**config.mk**
```make
export PLATFORM = sky130hd
export DESIGN_NAME = adc_pair_seq
export DESIGN_NICKNAME = d
export VERILOG_FILES = /design/src/rtl/adc_pair_seq_pkg.sv /design/src/rtl/adc_seq_timer.sv /design/src/rtl/adc_seq_fmt.sv /design/src/rtl/adc_pair_seq.sv
export SDC_FILE = /design/constraint.sdc
export NUM_CORES = 1
export LEC_CHECK = 0
export ABC_AREA = 0
export BUFFER_PORTS_ARGS = -buffer_cell sky130_fd_sc_hd__buf_2
export CAP_MARGIN = 20
export CORE_ASPECT_RATIO = 1.4
export CORE_MARGIN = 2
export CORE_UTILIZATION = 45
export DETAILED_ROUTE_END_ITERATION = 6
export PLACE_DENSITY = 0.82
export SYNTH_ARGS = -nofsm -noshare
export SYNTH_HDL_FRONTEND = slang
export SYNTH_SLANG_ARGS = --single-unit
```
**constraint.sdc**
```tcl
create_clock -name clk_i -period 2.2 [get_ports clk_i]
set_input_delay 0.44 -clock clk_i [delete_from_list [all_inputs] [get_ports clk_i]]
set_output_delay 0.44 -clock clk_i [all_outputs]
set_load 0.05 [all_outputs]
```
**src/rtl/adc_pair_seq_pkg.sv**
```systemverilog
package adc_pair_seq_pkg;

  typedef enum logic [2:0] {
    ST_IDLE,
    ST_SETUP,
    ST_CONV,
    ST_WAIT,
    ST_RD1,
    ST_GAP,
    ST_RD2
  } seq_state_e;

  localparam int unsigned NUM_CH = 2;

endpackage

```
**src/rtl/adc_seq_timer.sv**
```systemverilog
module adc_seq_timer #(
  parameter int W = 4
) (
  input  logic         clk_i,
  input  logic         rst_ni,
  input  logic         load_i,
  input  logic [W-1:0] load_val_i,
  input  logic         dec_i,
  output logic         zero_o
);

  logic [W-1:0] cnt_q;

  always_ff @(posedge clk_i or negedge rst_ni) begin
    if (!rst_ni)                   cnt_q <= '0;
    else if (load_i)               cnt_q <= load_val_i;
    else if (dec_i && cnt_q != '0) cnt_q <= cnt_q - 1'b1;
  end

  assign zero_o = (cnt_q == '0);

endmodule

```
**src/rtl/adc_seq_fmt.sv**
```systemverilog
module adc_seq_fmt #(
  parameter int IN_W  = 14,
  parameter int OUT_W = 16
) (
  input  logic [IN_W-1:0]  raw_i,
  input  logic             twos_i,
  output logic [OUT_W-1:0] val_o
);

  logic [IN_W-1:0] adj;

  // straight binary becomes two's complement by flipping the top bit
  assign adj = raw_i ^ {~twos_i, {(IN_W-1){1'b0}}};

  if (OUT_W > IN_W) begin : g_ext
    assign val_o = {{(OUT_W-IN_W){adj[IN_W-1]}}, adj};
  end else begin : g_trunc
    assign val_o = adj[OUT_W-1:0];
  end

endmodule

```
**src/rtl/adc_pair_seq.sv**
```systemverilog
module adc_pair_seq
  import adc_pair_seq_pkg::*;
#(
  parameter int DATA_W       = 14,
  parameter int OUT_W        = 16,
  parameter int SETUP_CYC    = 2,
  parameter int CONV_LOW_CYC = 2,
  parameter int RD_LOW_CYC   = 2,
  parameter int TIMEOUT_CYC  = 64
) (
  input  logic              clk_i,
  input  logic              rst_ni,
  input  logic              req_i,
  input  logic              pair_sel_i,
  input  logic              twos_i,
  output logic              conv_n_o,
  output logic              pair_o,
  input  logic              busy_i,
  output logic              cs_n_o,
  output logic              rd_n_o,
  input  logic [DATA_W-1:0] data_i,
  output logic              valid_o,
  output logic              res_pair_o,
  output logic [OUT_W-1:0]  ch1_o,
  output logic [OUT_W-1:0]  ch2_o,
  output logic              err_o
);

  localparam int PH_MAX_A = (SETUP_CYC > CONV_LOW_CYC) ? SETUP_CYC : CONV_LOW_CYC;
  localparam int PH_MAX   = (PH_MAX_A > RD_LOW_CYC) ? PH_MAX_A : RD_LOW_CYC;
  localparam int PH_W     = $clog2(PH_MAX + 1);
  localparam int TO_W     = $clog2(TIMEOUT_CYC + 1);

  seq_state_e state_q, state_d;
  logic conv_n_q, conv_n_d;
  logic cs_n_q, cs_n_d, rd_n_q, rd_n_d;
  logic valid_q, valid_d, err_q, err_d;
  logic pair_q, twos_q, seen_q;
  logic start, cap1, cap2;
  logic [DATA_W-1:0] raw_q [NUM_CH];
  logic [OUT_W-1:0]  res   [NUM_CH];

  logic            ph_load, ph_dec, ph_zero;
  logic [PH_W-1:0] ph_val;
  logic            to_load, to_dec, to_zero;

  adc_seq_timer #(.W(PH_W)) i_ph_timer (
    .clk_i, .rst_ni,
    .load_i(ph_load), .load_val_i(ph_val), .dec_i(ph_dec), .zero_o(ph_zero)
  );

  adc_seq_timer #(.W(TO_W)) i_to_timer (
    .clk_i, .rst_ni,
    .load_i(to_load), .load_val_i(TO_W'(TIMEOUT_CYC - 1)), .dec_i(to_dec),
    .zero_o(to_zero)
  );

  always_comb begin
    state_d  = state_q;
    conv_n_d = conv_n_q;
    cs_n_d   = cs_n_q;
    rd_n_d   = rd_n_q;
    valid_d  = 1'b0;
    err_d    = 1'b0;
    start    = 1'b0;
    cap1     = 1'b0;
    cap2     = 1'b0;
    ph_load  = 1'b0;
    ph_val   = '0;
    ph_dec   = 1'b0;
    to_load  = 1'b0;
    to_dec   = 1'b0;
    unique case (state_q)
      ST_IDLE: if (req_i) begin
        start   = 1'b1;
        state_d = ST_SETUP;
        ph_load = 1'b1;
        ph_val  = PH_W'(SETUP_CYC - 1);
      end
      ST_SETUP: begin
        ph_dec = 1'b1;
        if (ph_zero) begin
          state_d  = ST_CONV;
          conv_n_d = 1'b0;
          ph_load  = 1'b1;
          ph_val   = PH_W'(CONV_LOW_CYC - 1);
          to_load  = 1'b1;
        end
      end
      ST_CONV: begin
        ph_dec = 1'b1;
        to_dec = 1'b1;
        if (to_zero) begin
          err_d    = 1'b1;
          conv_n_d = 1'b1;
          state_d  = ST_IDLE;
        end else if (ph_zero) begin
          conv_n_d = 1'b1;
          state_d  = ST_WAIT;
        end
      end
      ST_WAIT: begin
        to_dec = 1'b1;
        if (to_zero) begin
          err_d   = 1'b1;
          state_d = ST_IDLE;
        end else if (seen_q && !busy_i) begin
          state_d = ST_RD1;
          cs_n_d  = 1'b0;
          rd_n_d  = 1'b0;
          ph_load = 1'b1;
          ph_val  = PH_W'(RD_LOW_CYC - 1);
        end
      end
      ST_RD1: begin
        ph_dec = 1'b1;
        if (ph_zero) begin
          cap1    = 1'b1;
          cs_n_d  = 1'b1;
          rd_n_d  = 1'b1;
          state_d = ST_GAP;
        end
      end
      ST_GAP: begin
        state_d = ST_RD2;
        cs_n_d  = 1'b0;
        rd_n_d  = 1'b0;
        ph_load = 1'b1;
        ph_val  = PH_W'(RD_LOW_CYC - 1);
      end
      ST_RD2: begin
        ph_dec = 1'b1;
        if (ph_zero) begin
          cap2    = 1'b1;
          cs_n_d  = 1'b1;
          rd_n_d  = 1'b1;
          valid_d = 1'b1;
          state_d = ST_IDLE;
        end
      end
      default: state_d = ST_IDLE;
    endcase
  end

  always_ff @(posedge clk_i or negedge rst_ni) begin
    if (!rst_ni) begin
      state_q  <= ST_IDLE;
      conv_n_q <= 1'b1;
      cs_n_q   <= 1'b1;
      rd_n_q   <= 1'b1;
      valid_q  <= 1'b0;
      err_q    <= 1'b0;
      pair_q   <= 1'b0;
      twos_q   <= 1'b0;
      seen_q   <= 1'b0;
      raw_q[0] <= '0;
      raw_q[1] <= '0;
    end else begin
      state_q  <= state_d;
      conv_n_q <= conv_n_d;
      cs_n_q   <= cs_n_d;
      rd_n_q   <= rd_n_d;
      valid_q  <= valid_d;
      err_q    <= err_d;
      if (start) begin
        pair_q <= pair_sel_i;
        twos_q <= twos_i;
        seen_q <= 1'b0;
      end else if ((state_q == ST_CONV || state_q == ST_WAIT) && busy_i) begin
        seen_q <= 1'b1;
      end
      if (cap1) raw_q[0] <= data_i;
      if (cap2) raw_q[1] <= data_i;
    end
  end

  for (genvar g = 0; g < NUM_CH; g++) begin : g_ch
    adc_seq_fmt #(.IN_W(DATA_W), .OUT_W(OUT_W)) i_fmt (
      .raw_i(raw_q[g]), .twos_i(twos_q), .val_o(res[g])
    );
  end

  assign conv_n_o   = conv_n_q;
  assign pair_o     = pair_q;
  assign cs_n_o     = cs_n_q;
  assign rd_n_o     = rd_n_q;
  assign valid_o    = valid_q;
  assign err_o      = err_q;
  assign res_pair_o = pair_q;
  assign ch1_o      = res[0];
  assign ch2_o      = res[1];

endmodule

```
==> results.ini <==
[yosys]
yosys.area.top_type=dfrtp_1
synthTopCellsByArea=dfrtp_1 (49%), mux2_2 (15%), buf_4 (10%)
synth_area_um2=2290
yosysWarnings=0
yosysUniqueCellTypes=39
synthFlopType=dfrtp_1
synthArstFlopShare_pct=100
seq_area_frac_synth_pct=51.5
syn_inst=200
synth_top_area_share_pct=49.2
yosysMostFrequentCell=dfrtp_1
syn_nets=222
synthTopCellsByCount=dfrtp_1 (45), buf_4 (32), mux2_2 (30)
synth_edf_count=0
syn_area_per_cell_um2=11.4
ys_ff_latch=47

[cts]
cts_buffer_depth=2
cts_resized=0
hold_buffers=0
postCtsSetupRepairBufs=0
ctsHtreeMaxLevel=2
cts_tree=built
root_buffer=clkbuf_8
cts.reportedPaths.clkPinSlew_ns=0.08
clock_latency_ns=0.29
numClockSinks=47
numCtsBuffers=5

[flow_run]
max-cap-violations=0

[floorplan]
rows=30
dieArea_um2=5680
die_height_um=88.4
start_util_pct=46.9
coreArea_um2=4880
die_w_um=64.3
num_io_pins=59

[global_route]
grt_pass1_vias=1432
grt_pass1_wl_um=6370
grt_start_max_net_pins=21
antenna_found_initial=0
grt_overflow=0
track_usage_pct=14.2

[timing]
tns_ns=0
hold_viol_final=0
layout_setup_ws_ns=0.243
drv_slew=0
fin_crit_ns=1.96
slew_headroom_pct=64.4
max_freq_mhz=511
tightest_slew_ns=0.534
setup_viol=0
rsz0062_at_grt=false
hold_ws_ns=0.0328
post-route-period-util_pct=89.0
clock_skew_ns=0.00770

[place]
place_congestion=0.847
dpl.cell_count=285
pre_cts_ws_ns=0.249
dp_hpwl_um=2810
port_buffers=58

[drt]
ant_nets=0
drc=0
routed-via-count=1489
wl_per_cell_um=12.8
first_iter_violations=89
dr.pass1.iters=4
via_per_inst=5.08
drt-total-wl_um=3750

[critical_path]
start_kind=register
cp.arrival_ns=2.11
crit_fanout=7
critPathTopFamily=compound AO/OA/AOI/OAI gates
worstSetupPathType=reg -> reg
critical_path.cell_chain=inv_1 -> ha_1 -> or4b_1 -> o21ai_0 -> o311ai_0
cp_data_required_time_ns=2.35
end_kind=register
max_stage_delay_ns=0.56
slowest_stage=or4b_1
cp_num_buf_inv=1

[min_path]
hold_path.class=in -> async

[layout]
n_antenna_cell=0
syn2layout_area_growth_pct=10.6
drive_above_1_share_pct=47.2
fin_nets=250
fillers=446
fin_cells=293

[status]
run_status=finished, final reports clean

routing by layer:
layer  global-route usage, %  vias to the layer above  part of all wire, %
met5                       0                        -                    0
met4                    5.22                        0                  1.4
met3                    3.05                        6                  5.2
met2                    25.7                       43                   51
met1                    16.7                      721                   43
li1                        -                      719                    -
final timing paths:
check	cells past startpoint	to	slack [ns]	start
worst max register to register	5	i_to_timer.cnt_q[2]	0.24	i_to_timer.cnt_q[0]
worst min register to register	2	conv_n_o	0.48	conv_n_o
max in group asynchronous	2	rd_n_o	1.60	rst_ni
min in group clk_i	2	pair_o	0.37	pair_sel_i
worst min-delay path	1	raw_q[4]	0.03	rst_ni
worst max-delay path	5	i_to_timer.cnt_q[2]	0.24	i_to_timer.cnt_q[0]
kinds of logic (layout without fill, tap and decap cells):
logic type	Yosys count	in the layout	share of synthesized area, %
AOI/OAI and AO/OA	29	29	8.20
and+or+nand+nor	38	38	8.86
adders and majority gates	2	2	1.09
DFF	47	47	51.5
muxes	32	32	15.6
buffers and inverters	49	78	13.6
xor gates and xnor gates	3	3	1.15
cell usage in the layout (no fill, tap or decap), types with 2 or more instances in the layout:
master | Yosys | layout
buf_2 | 4 | 58
dfrtp_1 | 45 | 45
mux2_2 | 30 | 30
o21ai_0 | 9 | 9
inv_1 | 8 | 8
nand2_1 | 8 | 8
nor2_1 | 7 | 7
nor3_1 | 7 | 6
clkbuf_8 | 0 | 6
a21oi_1 | 5 | 5
o211ai_1 | 4 | 4
buf_4 | 32 | 4
xnor2_1 | 3 | 3
nand4_1 | 2 | 2
nand2b_1 | 2 | 2
or3_1 | 2 | 2
or3b_2 | 2 | 2
o22ai_1 | 2 | 2
and2_1 | 2 | 2
mux2i_1 | 2 | 2
ha_1 | 2 | 2
dfstp_2 | 2 | 2
cell type report:
class                   instances  area [um^2]  share of cell area, %
flip-flops and latches         47         1180                   46.6
multi-input cells             104          805                   31.8
repair buffers                 62          320                   12.7
clock buffers                   6         82.6                   3.26
well taps                      64         80.1                   3.16
clock inverters                 2         35.0                   1.38
inverters                       8         30.0                   1.19
sequential cells by signal (all words and copies together), names as in the netlist:
signal,flops
pair_o,1
twos_q,1
rd_n_o,1
err_o,1
i_to_timer.cnt_q,7
state_q,3
seen_q,1
i_ph_timer.cnt_q,2
valid_o,1
conv_n_o,1
raw_q,28
per-stage QoR:
stage,utilization [%],cell area [um^2]
after floorplan,-,2290
after global placement,49.5,2410
after detailed placement,49.5,2410
after CTS,51.9,2530
after global routing,51.9,2530
final,51.9,2530
Power is left out: the tool's default activity adds up to more than one toggle a clock period on the data nets, which glitch-free logic cannot reach.
